**src/rtl/sdram_mon_pkg.sv**
```systemverilog
package sdram_mon_pkg;

  typedef enum logic [2:0] {
    CMD_LMR = 3'd0,
    CMD_REF = 3'd1,
    CMD_PRE = 3'd2,
    CMD_ACT = 3'd3,
    CMD_WR  = 3'd4,
    CMD_RD  = 3'd5,
    CMD_BST = 3'd6,
    CMD_NOP = 3'd7
  } cmdE;

  // strobes from control to datapath, already gated by the clock enable
  typedef struct packed {
    logic loadMode;
    logic rdStart;
    logic burstStop;
  } strobeS;

  // mode word fields: [2:0] burst code, [3] burst order, [6:4] latency, [8:7] op
  function automatic logic modeLegal(input logic [8:0] w);
    logic blOk, clOk, opOk;
    blOk = (w[2:0] <= 3'd3) || (w[2:0] == 3'd7 && !w[3]);
    clOk = (w[6:4] == 3'd2) || (w[6:4] == 3'd3);
    opOk = (w[8:7] == 2'd0);
    return blOk && clOk && opOk;
  endfunction

endpackage

```
**src/rtl/sdram_mon_ctrl.sv**
```systemverilog
module sdram_mon_ctrl
  import sdram_mon_pkg::*;
#(
  parameter int NUM_BANKS = 4,
  parameter int AP_BIT    = 10,
  localparam int BANK_W   = $clog2(NUM_BANKS)
) (
  input  logic              clk,
  input  logic              rstN,
  input  logic              clkEn,
  input  logic              chipSelN,
  input  logic              rowSelN,
  input  logic              colSelN,
  input  logic              wrSelN,
  input  logic [BANK_W-1:0] bankSel,
  input  logic [8:0]        modeWord,
  input  logic              allBanks,
  output strobeS            strobe,
  output logic [2:0]        cmdCode,
  output logic              illegalCmd,
  output logic              modeFault
);

  cmdE  pinCmd;
  logic modeOk;
  logic bankHit;
  logic isRdWr;
  logic bankOpen [NUM_BANKS];

  always_comb begin
    pinCmd  = chipSelN ? CMD_NOP : cmdE'({rowSelN, colSelN, wrSelN});
    modeOk  = modeLegal(modeWord);
    bankHit = bankOpen[bankSel];
    isRdWr  = (pinCmd == CMD_RD) || (pinCmd == CMD_WR);
    strobe.loadMode  = clkEn && (pinCmd == CMD_LMR) && modeOk;
    strobe.rdStart   = clkEn && (pinCmd == CMD_RD) && bankHit && !modeFault;
    strobe.burstStop = clkEn && (pinCmd == CMD_BST);
  end

  for (genvar b = 0; b < NUM_BANKS; b++) begin : g_bank
    always_ff @(posedge clk or negedge rstN) begin
      if (!rstN) begin
        bankOpen[b] <= 1'b0;
      end else if (clkEn) begin
        if (pinCmd == CMD_ACT && bankSel == BANK_W'(b))
          bankOpen[b] <= 1'b1;
        else if (pinCmd == CMD_PRE && (allBanks || bankSel == BANK_W'(b)))
          bankOpen[b] <= 1'b0;
      end
    end
  end

  always_ff @(posedge clk or negedge rstN) begin
    if (!rstN) begin
      cmdCode    <= CMD_NOP;
      illegalCmd <= 1'b0;
      modeFault  <= 1'b0;
    end else if (!clkEn) begin
      cmdCode    <= CMD_NOP;
      illegalCmd <= 1'b0;
    end else begin
      cmdCode    <= pinCmd;
      illegalCmd <= isRdWr && (modeFault || !bankHit);
      if (pinCmd == CMD_LMR)
        modeFault <= !modeOk;
    end
  end

  AST_CS_HIGH_NOP: assert property (@(posedge clk) disable iff (!rstN)
    (clkEn && chipSelN) |=> (cmdCode == CMD_NOP));
  AST_FREEZE_NOP: assert property (@(posedge clk) disable iff (!rstN)
    !clkEn |=> (cmdCode == CMD_NOP && !illegalCmd));
  AST_FAULT_STICKY: assert property (@(posedge clk) disable iff (!rstN)
    (modeFault && !strobe.loadMode) |=> modeFault);
  AST_FAULT_RDWR_ILLEGAL: assert property (@(posedge clk) disable iff (!rstN)
    (clkEn && modeFault && isRdWr) |=> illegalCmd);
  AST_FAULT_NO_START: assert property (@(posedge clk) disable iff (!rstN)
    modeFault |-> !strobe.rdStart);

endmodule

```
**src/rtl/sdram_mon_dp.sv**
```systemverilog
module sdram_mon_dp
  import sdram_mon_pkg::*;
#(
  parameter int MAX_BL = 8,
  localparam int CNT_W = $clog2(MAX_BL + 1)
) (
  input  logic       clk,
  input  logic       rstN,
  input  logic       clkEn,
  input  strobeS     strobe,
  input  logic [2:0] blField,
  input  logic [2:0] clField,
  output logic       rdDataEn
);

  logic [2:0]       blCode;
  logic [2:0]       clCode;
  logic [1:0]       dly;
  logic [CNT_W-1:0] rem;
  logic             fullPage;

  always_ff @(posedge clk or negedge rstN) begin
    if (!rstN) begin
      blCode   <= 3'd0;
      clCode   <= 3'd2;
      dly      <= 2'd0;
      rem      <= '0;
      fullPage <= 1'b0;
      rdDataEn <= 1'b0;
    end else if (clkEn) begin
      if (strobe.loadMode) begin
        blCode <= blField;
        clCode <= clField;
      end
      if (strobe.rdStart) begin
        dly      <= clCode[1:0] - 2'd1;
        rem      <= (blCode == 3'd7) ? '0 : (CNT_W'(1) << blCode[1:0]);
        fullPage <= (blCode == 3'd7);
        rdDataEn <= 1'b0;
      end else if (strobe.burstStop) begin
        dly      <= 2'd0;
        rem      <= '0;
        fullPage <= 1'b0;
        rdDataEn <= 1'b0;
      end else if (dly != 2'd0) begin
        dly      <= dly - 2'd1;
      end else if (fullPage || rem != '0) begin
        rdDataEn <= 1'b1;
        if (!fullPage) rem <= rem - CNT_W'(1);
      end else begin
        rdDataEn <= 1'b0;
      end
    end
  end

  AST_LATENCY_LEGAL: assert property (@(posedge clk) disable iff (!rstN)
    (clCode == 3'd2 || clCode == 3'd3));
  AST_BURST_CODE_LEGAL: assert property (@(posedge clk) disable iff (!rstN)
    (blCode <= 3'd3 || blCode == 3'd7));
  AST_STOP_CLEARS: assert property (@(posedge clk) disable iff (!rstN)
    strobe.burstStop |=> !rdDataEn);
  AST_START_GAP: assert property (@(posedge clk) disable iff (!rstN)
    strobe.rdStart |=> !rdDataEn);
  AST_FREEZE_HOLD: assert property (@(posedge clk) disable iff (!rstN)
    !clkEn |=> $stable(rdDataEn));

endmodule

```
**src/rtl/sdram_cmd_monitor.sv**
```systemverilog
module sdram_cmd_monitor
  import sdram_mon_pkg::*;
#(
  parameter int NUM_BANKS = 4,
  parameter int ADDR_W    = 12,
  parameter int MAX_BL    = 8,
  parameter int AP_BIT    = 10,
  localparam int BANK_W   = $clog2(NUM_BANKS)
) (
  input  logic              clk,
  input  logic              rstN,
  input  logic              clkEn,
  input  logic              chipSelN,
  input  logic              rowSelN,
  input  logic              colSelN,
  input  logic              wrSelN,
  input  logic [BANK_W-1:0] bankSel,
  input  logic [ADDR_W-1:0] addr,
  output logic [2:0]        cmdCode,
  output logic              illegalCmd,
  output logic              modeFault,
  output logic              rdDataEn
);

  strobeS strobe;
  logic   unusedAddr;

  assign unusedAddr = ^addr;

  sdram_mon_ctrl #(.NUM_BANKS(NUM_BANKS), .AP_BIT(AP_BIT)) i_ctrl (
    .clk(clk), .rstN(rstN), .clkEn(clkEn),
    .chipSelN(chipSelN), .rowSelN(rowSelN), .colSelN(colSelN), .wrSelN(wrSelN),
    .bankSel(bankSel), .modeWord(addr[8:0]), .allBanks(addr[AP_BIT]),
    .strobe(strobe), .cmdCode(cmdCode), .illegalCmd(illegalCmd),
    .modeFault(modeFault)
  );

  sdram_mon_dp #(.MAX_BL(MAX_BL)) i_dp (
    .clk(clk), .rstN(rstN), .clkEn(clkEn), .strobe(strobe),
    .blField(addr[2:0]), .clField(addr[6:4]), .rdDataEn(rdDataEn)
  );

endmodule

```
**config.mk**
```make
export PLATFORM = sky130hd
export DESIGN_NAME = sdram_cmd_monitor
export DESIGN_NICKNAME = d
export VERILOG_FILES = /design/src/rtl/sdram_mon_pkg.sv /design/src/rtl/sdram_mon_ctrl.sv /design/src/rtl/sdram_mon_dp.sv /design/src/rtl/sdram_cmd_monitor.sv
export SDC_FILE = /design/constraint.sdc
export NUM_CORES = 1
export LEC_CHECK = 0
export BUFFER_PORTS_ARGS = -buffer_cell sky130_fd_sc_hd__buf_2
export CAP_MARGIN = 20
export CORE_AREA = 2 2 53 55
export CTS_CLUSTER_SIZE = 20
export DETAILED_ROUTE_END_ITERATION = 7
export DIE_AREA = 0 0 55 57
export PLACE_DENSITY_LB_ADDON = 0.05
export SETUP_SLACK_MARGIN = 0.02
export SYNTH_ARGS = -nofsm -noshare
export SYNTH_HDL_FRONTEND = slang
export SYNTH_SLANG_ARGS = --single-unit
export TNS_END_PERCENT = 100
```
**constraint.sdc**
```tcl
create_clock -name clk -period 2.6 [get_ports clk]
set_input_delay 0.78 -clock clk [delete_from_list [all_inputs] [get_ports clk]]
set_output_delay 0.78 -clock clk [all_outputs]
set_load 0.01 [all_outputs]
```
### Word level (Yosys, flattened, before mapping)

Index checks and enable logic that the tools add are counted.

| word-level totals | value |
|---|---|
| flip-flop bits (word level) | 22 |
| word-level logic and storage cells | 116 |
| input bits | 21 |
| output and inout bits | 6 |

| cells by class | value |
|---|---|
| bitwise gates (word level) | 1 |
| $lt $le $gt $ge | 2 |
| shifts and indexed selects | 1 |
| eq/ne operators | 14 |
| add/subtract/negate cells | 3 |
| mux-type cells | 29 |
| reductions and logical operators | 53 |

Operator list:

| operator | count |
|---|---|
| 4-bit two-way mux | 6 |
| 1-bit logical AND | 18 |
| 2-bit AND reduction | 9 |
| 1-bit two-way mux | 17 |
| 3-bit equality test (second input constant) | 5 |
| 3-bit by 2-bit equality test with 1-bit output (second input constant) | 4 |
| 2-bit nonzero test | 6 |
| 1-bit logical OR | 9 |
| 2-bit two-way mux | 3 |
| 3-bit two-way mux | 2 |
| 3-bit inequality test (second input constant) | 2 |
| 3-bit nonzero test | 2 |
| 2-bit equality test (second input constant) | 2 |
| 1-bit logical NOT | 4 |
| 2-bit logical NOT | 2 |
| 4-bit AND reduction | 1 |
| 4-bit nonzero test | 1 |
| 1-bit by 2-bit << shifter with 4-bit output (first input constant) | 1 |
| 2-bit by 1-bit subtractor with 2-bit output (second input constant) | 2 |
| 4-bit by 1-bit subtractor with 4-bit output (second input constant) | 1 |
| 3-bit >= comparator (second input constant) | 1 |
| 3-bit by 2-bit less-or-equal comparator with 1-bit output (second input constant) | 1 |
| 3-bit logical NOT | 1 |
| 2-bit inverter with 3-bit output | 1 |
| other kinds (2) | 2 |

### Longest topological paths before layout

Gate-level depths: netlist (run 1).

| depth | value |
|---|---|
| depth after elaboration | 8 |
| depth in mapped cells | 7 |
| mapped depth without buffers | 7 |

### By module

A second synthesis (run 1) with hierarchy kept.

| unflattened totals | value |
|---|---|
| cells, all modules | 121 |
| area total of the unflattened synthesis | 1248.7 µm² |

By module, submodules not included:

| module | seq. area each (µm²) | instances | cells each | area an instance (µm²) |
|---|---|---|---|---|
| sdram_mon_dp | 326.6 | 1 | 72 | 753.2 |
| sdram_mon_ctrl | 229.0 | 1 | 49 | 495.5 |

### Least setup slack after synthesis (run 1)

No wires, ideal clock.

| timing path | value |
|---|---|
| kind | in2reg |
| start | input port bankSel[1] |
| end | register i_dp.rem[0] |
| path slack | 0.645 ns |
| stages on the path | 6 |
| data arrival time | 1.875 ns |
| required time | 2.521 ns |
| cell sequence | buf_6 -> mux2i_1 -> o22ai_2 -> and4_4 -> o31ai_4 -> mux2i_1 |

| on the way | value |
|---|---|
| longest elaborated chain between the ends | 8 |

RTL lines:

| item | line | RTL |
|---|---|---|
| from (decl) | sdram_cmd_monitor.sv:17 | `input logic [BANK_W-1:0] bankSel,` |
| 2-bit inverter with 3-bit output (not written as such) (*) | sdram_mon_ctrl.sv:33 | `bankHit = bankOpen[bankSel];` |
| 1-bit binary-select mux with 2-bit select (*) | sdram_mon_ctrl.sv:33 |  |
| 1-bit two-way mux (not written as such) (*) (2 in series) | sdram_mon_ctrl.sv:33 |  |
| 1-bit logical AND (*) (2 in series) | sdram_mon_ctrl.sv:36 | `strobe.rdStart = clkEn && (pinCmd == CMD_RD) && bankHit && !modeFault;` |
| 3-bit inequality test (no source line) / 3-bit nonzero test (equally long branches) | -- |  |
| 4-bit AND reduction (no source line) | -- |  |
| to (signal assigned) | sdram_mon_dp.sv:37 | `rem <= (blCode == 3'd7) ? '0 : (CNT_W'(1) << blCode[1:0]);` |
| to (signal assigned) | sdram_mon_dp.sv:49 | `if (!fullPage) rem <= rem - CNT_W'(1);` |
| to (decl) | sdram_mon_dp.sv:19 | `logic [CNT_W-1:0] rem;` |

Every way passes the cells marked *; elsewhere a longest branch is shown, timed or not. The select of a mux whose other input is x is not followed.
A chain may end at the register's enable or synchronous reset.

### Worst setup path after layout (run 1)

| timing path | value |
|---|---|
| start | input port clkEn |
| end | register i_dp.blCode[1] |

| on the way | value |
|---|---|
| longest elaborated chain between the ends | 3 |

RTL lines:

| item | line | RTL |
|---|---|---|
| from (decl) | sdram_cmd_monitor.sv:12 | `input logic clkEn,` |
| 1-bit logical AND (2 in series) | sdram_mon_ctrl.sv:35 | `strobe.loadMode = clkEn && (pinCmd == CMD_LMR) && modeOk;` |
| 2-bit AND reduction (no source line) (*) | -- |  |
| to (signal assigned) | sdram_mon_dp.sv:32 | `blCode <= blField;` |
| to (decl) | sdram_mon_dp.sv:16 | `logic [2:0] blCode;` |

Every way passes the cells marked *; elsewhere a longest branch is shown, timed or not.

==> results of run 1 <==
[final cells by class]
cell class / instances / area [µm²] / share of cell area, %
tap: 31 / 38.8 / 2.81
timing repair buffer: 24 / 120 / 8.70
inverter: 10 / 37.5 / 2.72
clock buffer: 4 / 26.3 / 1.90
multi-input combinational: 80 / 603 / 43.7
sequential: 22 / 556 / 40.2
[cell usage in the layout, fill, tap and decap left out, types with 3 or more instances in the layout]
master / n
a31oi_1: 4
buf_2: 24
mux2_4: 4
a21o_1: 3
mux2i_1: 8
nor2_1: 8
dfrtp_1: 18
clkbuf_4: 3
nand2_1: 7
or2_2: 3
a21oi_1: 6
inv_1: 9
dfstp_2: 4
ha_1: 3
o21ai_0: 3
[per-layer routing]
metal / track usage, % / up-vias
met4: 6.27 / 0
met5: 0 / -
li1: - / 457
met1: 22.1 / 415
met3: 3.14 / 2
met2: 25.5 / 17
[kinds of logic after synthesis]
logic type	count (synthesis)
DFF	22
xor gates and xnor gates	2
and+or+nand+nor	39
muxes	12
buffers and inverters	13
AOI/OAI and AO/OA	24
adders and majority gates	3
[sequential cells by signal (all words and copies together), names as in the netlist]
name and cells:
i_ctrl.modeFault 1, i_ctrl.cmdCode 3, i_dp.rem 4, i_dp.dly 2, i_ctrl.illegalCmd 1, i_dp.blCode 3
i_dp.clCode 2, i_dp.rdDataEn 1, i_ctrl.bankOpen 4, i_dp.fullPage 1
[per-stage QoR]
stage,worst slack [ns],instances
floorplan,0.645,115
global placement,0.342,167
detailed placement,0.335,167
CTS,0.677,171
global route,0.614,171
finish,0.683,171
[power breakdown]
group | internal (mW) | switching [mW] | total [mW]
Combinational | 0.166 | 0.173 | 0.339
Sequential | 0.414 | 0.0427 | 0.457
Clock | 0.0597 | 0.100 | 0.160
Total | 0.640 | 0.316 | 0.956
[worst max path at each step]
stage / from / endpoint / slack (ns) / depth (start not counted)
2_1_floorplan: bankSel[1] / i_dp.rem[0] / 0.65 / 6
3_3_place_gp: clkEn / i_dp.blCode[1] / 0.34 / 6
3_5_place_dp: clkEn / i_dp.blCode[2] / 0.33 / 6
4_1_cts: clkEn / i_dp.blCode[2] / 0.68 / 6
5_1_grt: clkEn / i_dp.blCode[2] / 0.61 / 6
6_report: clkEn / i_dp.blCode[1] / 0.68 / 6
[critical path, delay by kind of cell]
kind          cells  cell delay (ns)
buf+inv           2             0.23
mux               1             0.33
simple gates      3             0.77
==> results.json, run 1 <==
{
  "status": "finished clean",
  "clk_path_buf_depth": 2,
  "power_leakage_nw": 0.651,
  "synth_top_family_by_area": "simple AND/OR/NAND/NOR gates",
  "antenna_cells": 0,
  "synth-async-reset-ratio_pct": 100,
  "synthDistinctLibCells": 38,
  "post-synth-top-count-cell": "dfrtp_1",
  "drtIter0Drc": 14,
  "grt_max_degree": 23,
  "clockRootBuffer": "clkbuf_4",
  "worstSkewPairLatency_ns": 0.30,
  "grt_pass1_vias": 875,
  "gp_congestion": 0.801,
  "dieWidth_um": 55,
  "top_layer_used": "met4",
  "syn2layout_area_growth_pct": 12.0,
  "die-area_um2": 3140,
  "row_count": 19,
  "hold_class": "input pin to asynchronous set/reset pin",
  "wl_mm": 2.13,
  "max_freq_mhz": 522,
  "fillers": 263,
  "finalSetupViolations": 0,
  "route.met2.wl_um": 996,
  "rr_worst_depth": 6,
  "port_buffers": 24,
  "syn_area_per_cell_um2": 10.7,
  "ios": 27,
  "yosys.area.top_type_share_pct": 36.5,
  "synth_area_leaders": "dfrtp_1 (37%), dfstp_2 (8.5%), mux2i_1 (6.5%), mux2_4 (4.9%), ha_1 (3.0%)",
  "r2r_setup_slack_ns": 0.82,
  "cp_max_fo": 7,
  "netlist_instances": 115,
  "syn-cell-area_um2": 1230,
  "wl_per_cell_um": 12.5,
  "grt_overflow": 0,
  "synth_edf_count": 0,
  "dp_hpwl_mm": 1.64,
  "yosys_warnings": 0,
  "worst_slew_pin_slew_ns": 0.483,
  "maxSlewHeadroom_pct": 67.8,
  "initial_utilization_pct": 47.2,
  "slowest_stage": "and3_1",
  "cp.arrival_ns": 2.12,
  "cts_max_level": 1,
  "antenna_found_initial": 0,
  "fin_crit_ns": 1.92,
  "ir_worst_vdd_mv": 0.393,
  "die_y_um": 57,
  "fin_crit_sh_pct": 73.7,
  "vias_per_cell": 5.21,
  "clock-sinks": 22,
  "r2r_start": "i_dp.rem[0]",
  "hold_violations": 0,
  "postLayoutCellArea_um2": 1380,
  "dr_wl_met3_um": 76,
  "fin_hold_ws_ns": 0.413,
  "grt_pass1_wl_mm": 3.72,
  "fin_total_pwr_mw": 0.956,
  "cts-resized-gates": 0,
  "drc": 0,
  "wl_met1_mm": 1.04,
  "numCtsBuffers": 3,
  "cts.reportedPaths.clkPinSlew_ns": 0.13,
  "syn_nets": 139,
  "drive_above_1_share_pct": 32.1,
  "synth_compound_area_share_pct": 14.5,
  "setup-tns-final_ns": 0,
  "r2r_end": "i_dp.rem[1]",
  "clock_skew_ns": 0.0140,
  "fp.coreArea_um2": 2620,
  "critPathKind": "input pin to flop",
  "path_cells": "buf_2, nor3b_2, inv_2, nor3_2, and3_1, mux2_4",
  "startpoint_type": "input pin",
  "cts_setup_buffers": 0,
  "nNetsFinal": 165,
  "synth_common_cells": "dfrtp_1 (18), inv_1 (9), mux2i_1 (8), nor2_1 (8), nand2_1 (7)",
  "synth.area.mux_share_pct": 11.4,
  "rsz0062_at_grt": "false",
  "synth_xor_area_share_pct": 1.42,
  "placed_area_um2": 1360,
  "yosys.area_share.simple_pct": 18.6,
  "grtUsageTotal_pct": 16.3,
  "vias": 891,
  "firstDrtPassIters": 4,
  "powerDensity_nw_per_um2": 692,
  "cpPeakStageDelay_ns": 0.36,
  "crit_required_ns": 2.81,
  "ys_ff_latch": 22,
  "ant_nets": 0,
  "maxCapViolCount": 0,
  "slew_viol_final": 0,
  "synthAdderAreaFrac_pct": 3.04,
  "yosys.area.top_type": "dfrtp_1",
  "ys_seq_area_share_pct": 45.0,
  "synth_top_flop_cell": "dfrtp_1",
  "ctsHoldBuffers": 0,
  "endpoint_kind": "flop",
  "cts_tree": "yes",
  "final_util_pct": 52.8
}
No activity file was read; power rests on OpenSTA's default activity.
==> run 2, diff against run 1 <==
Clock period 2.6 ns to 2 ns, I/O delays scaled along.
==> results.json, run 2 (synthesis results as in run 1) <==
{
  "status": "finished clean",
  "clock-sinks": 22,
  "critical_path.startpoint": "i_dp.rem[0]",
  "slowest_stage": "dfrtp_1",
  "grt_pass1_vias": 930,
  "cts_setup_buffers": 0,
  "fin_crit_sh_pct": 87.6,
  "cts-resized-gates": 0,
  "antenna_found_initial": 0,
  "wl_mm": 2.31,
  "cp_max_fo": 3,
  "syn2layout_area_growth_pct": 16.4,
  "vias_per_cell": 5.27,
  "power_leakage_nw": 0.687,
  "powerDensity_nw_per_um2": 902,
  "ios": 27,
  "crit_required_ns": 2.24,
  "placed_area_um2": 1400,
  "grtUsageTotal_pct": 17.4,
  "postLayoutCellArea_um2": 1440,
  "finalSetupViolations": 0,
  "grt_pass1_wl_mm": 3.98,
  "worst_slew_pin_slew_ns": 0.498,
  "clockRootBuffer": "clkbuf_4",
  "gp_congestion": 0.831,
  "hold_violations": 0,
  "initial_utilization_pct": 47.2,
  "setup-tns-final_ns": 0,
  "max_freq_mhz": 571,
  "dp_hpwl_mm": 1.79,
  "wl_per_cell_um": 13.0,
  "ant_nets": 0,
  "fin_hold_ws_ns": 0.237,
  "die_y_um": 57,
  "ir_worst_vdd_mv": 0.538,
  "cp.arrival_ns": 1.99,
  "vias": 932,
  "port_buffers": 24,
  "layout_common_cells": "buf_2 (24), dfrtp_1 (18), inv_1 (9), nor2_1 (8), mux2i_1 (8)",
  "r2r_start": "i_dp.rem[0]",
  "layout_commonest_cell": "buf_2",
  "maxCapViolCount": 0,
  "nNetsFinal": 171,
  "firstDrtPassIters": 4,
  "cts_tree": "yes",
  "clk_path_buf_depth": 2,
  "ctsHoldBuffers": 0,
  "fp.coreArea_um2": 2620,
  "path_cells": "inv_1, ha_1, nor3b_1, nor3b_1, o31ai_4, mux2i_1",
  "drive_above_1_share_pct": 35.6,
  "row_count": 19,
  "fin_crit_ns": 1.75,
  "drc": 0,
  "grt_max_degree": 23,
  "numCtsBuffers": 3,
  "hold_class": "input pin to asynchronous set/reset pin",
  "cpPeakStageDelay_ns": 0.42,
  "cts_max_level": 1,
  "startpoint_type": "flop",
  "clock_skew_ns": 0.00837,
  "drtIter0Drc": 22,
  "worstSkewPairLatency_ns": 0.31,
  "endpoint_kind": "flop",
  "maxSlewHeadroom_pct": 66.8,
  "dieWidth_um": 55,
  "top_regs": "i_ctrl.bankOpen: 4 flops, i_dp.rem: 4 flops",
  "crit_top_cell": "nor3b_1",
  "fillers": 255,
  "grt_overflow": 0,
  "critPathKind": "flop to flop",
  "cts.reportedPaths.clkPinSlew_ns": 0.13,
  "die-area_um2": 3140,
  "fin_total_pwr_mw": 1.30,
  "antenna_cells": 0,
  "slew_viol_final": 0,
  "rsz0062_at_grt": "false"
}
==> run 2: cell count changes in the layout (fill, tap and decap cells not counted) <==
| cell | change |
|---|---|
| clkbuf_1 | -1 |
| buf_4 | +6 |
| clkbuf_8 | +1 |
==> run 2: cell type report <==
class	count	area [µm²]	area share, %
inverters	10	37.5	2.61
well taps	31	38.8	2.70
repair buffers	30	165	11.5
multi-input cells	80	603	42.0
clock buffers	4	36.3	2.53
flip-flops and latches	22	556	38.7
==> run 2: path summary, 6_finish.rpt <==
kind | endpoint | slack [ns] | cells past startpoint
min reg2reg | i_dp.dly[0] | 0.52 | 1
min | i_dp.fullPage | 0.24 | 1
max in group asynchronous | i_ctrl.cmdCode[0] | 1.41 | 1
min in group clk | i_dp.clCode[0] | 0.51 | 2
max reg2reg | i_dp.rem[0] | 0.25 | 6
max | i_dp.rem[0] | 0.25 | 6
==> run 2: stage by stage <==
| step | worst slack (ns) | utilization [%] | std cells |
|---|---|---|---|
| finish | 0.248 | 54.9 | 177 |
| global route | 0.0888 | 54.9 | 177 |
| CTS | 0.242 | 54.9 | 177 |
| detailed placement | 0.0170 | 53.5 | 173 |
| global placement | 0.0235 | 53.5 | 173 |
| floorplan | 0.225 | - | 115 |
==> run 2: critical path: cells and delay by family (launching register included) <==
kind,cells,cell delay (ns)
and+or+nand+nor,2,0.45
DFF,1,0.42
AOI/OAI and AO/OA,1,0.30
muxes,1,0.22
adders and majority gates,1,0.18
buffers and inverters,1,0.11
==> run 2: power breakdown <==
group          leakage (nW)  internal (mW)  switching (mW)
clock                0.0210          0.111           0.140
sequential            0.269          0.539          0.0528
combinational         0.397          0.220           0.233
total                 0.687          0.870           0.425
==> run 2: per-layer routing <==
layer  vias up  track usage (%)  share of wire, %  wire, µm
met3         2             3.14               3.6        83
li1        469                -                 -         -
met4         0             6.27              0.91        21
met1       442             22.6                47      1090
met5         -                0                 0         0
met2        19             28.6                48      1120
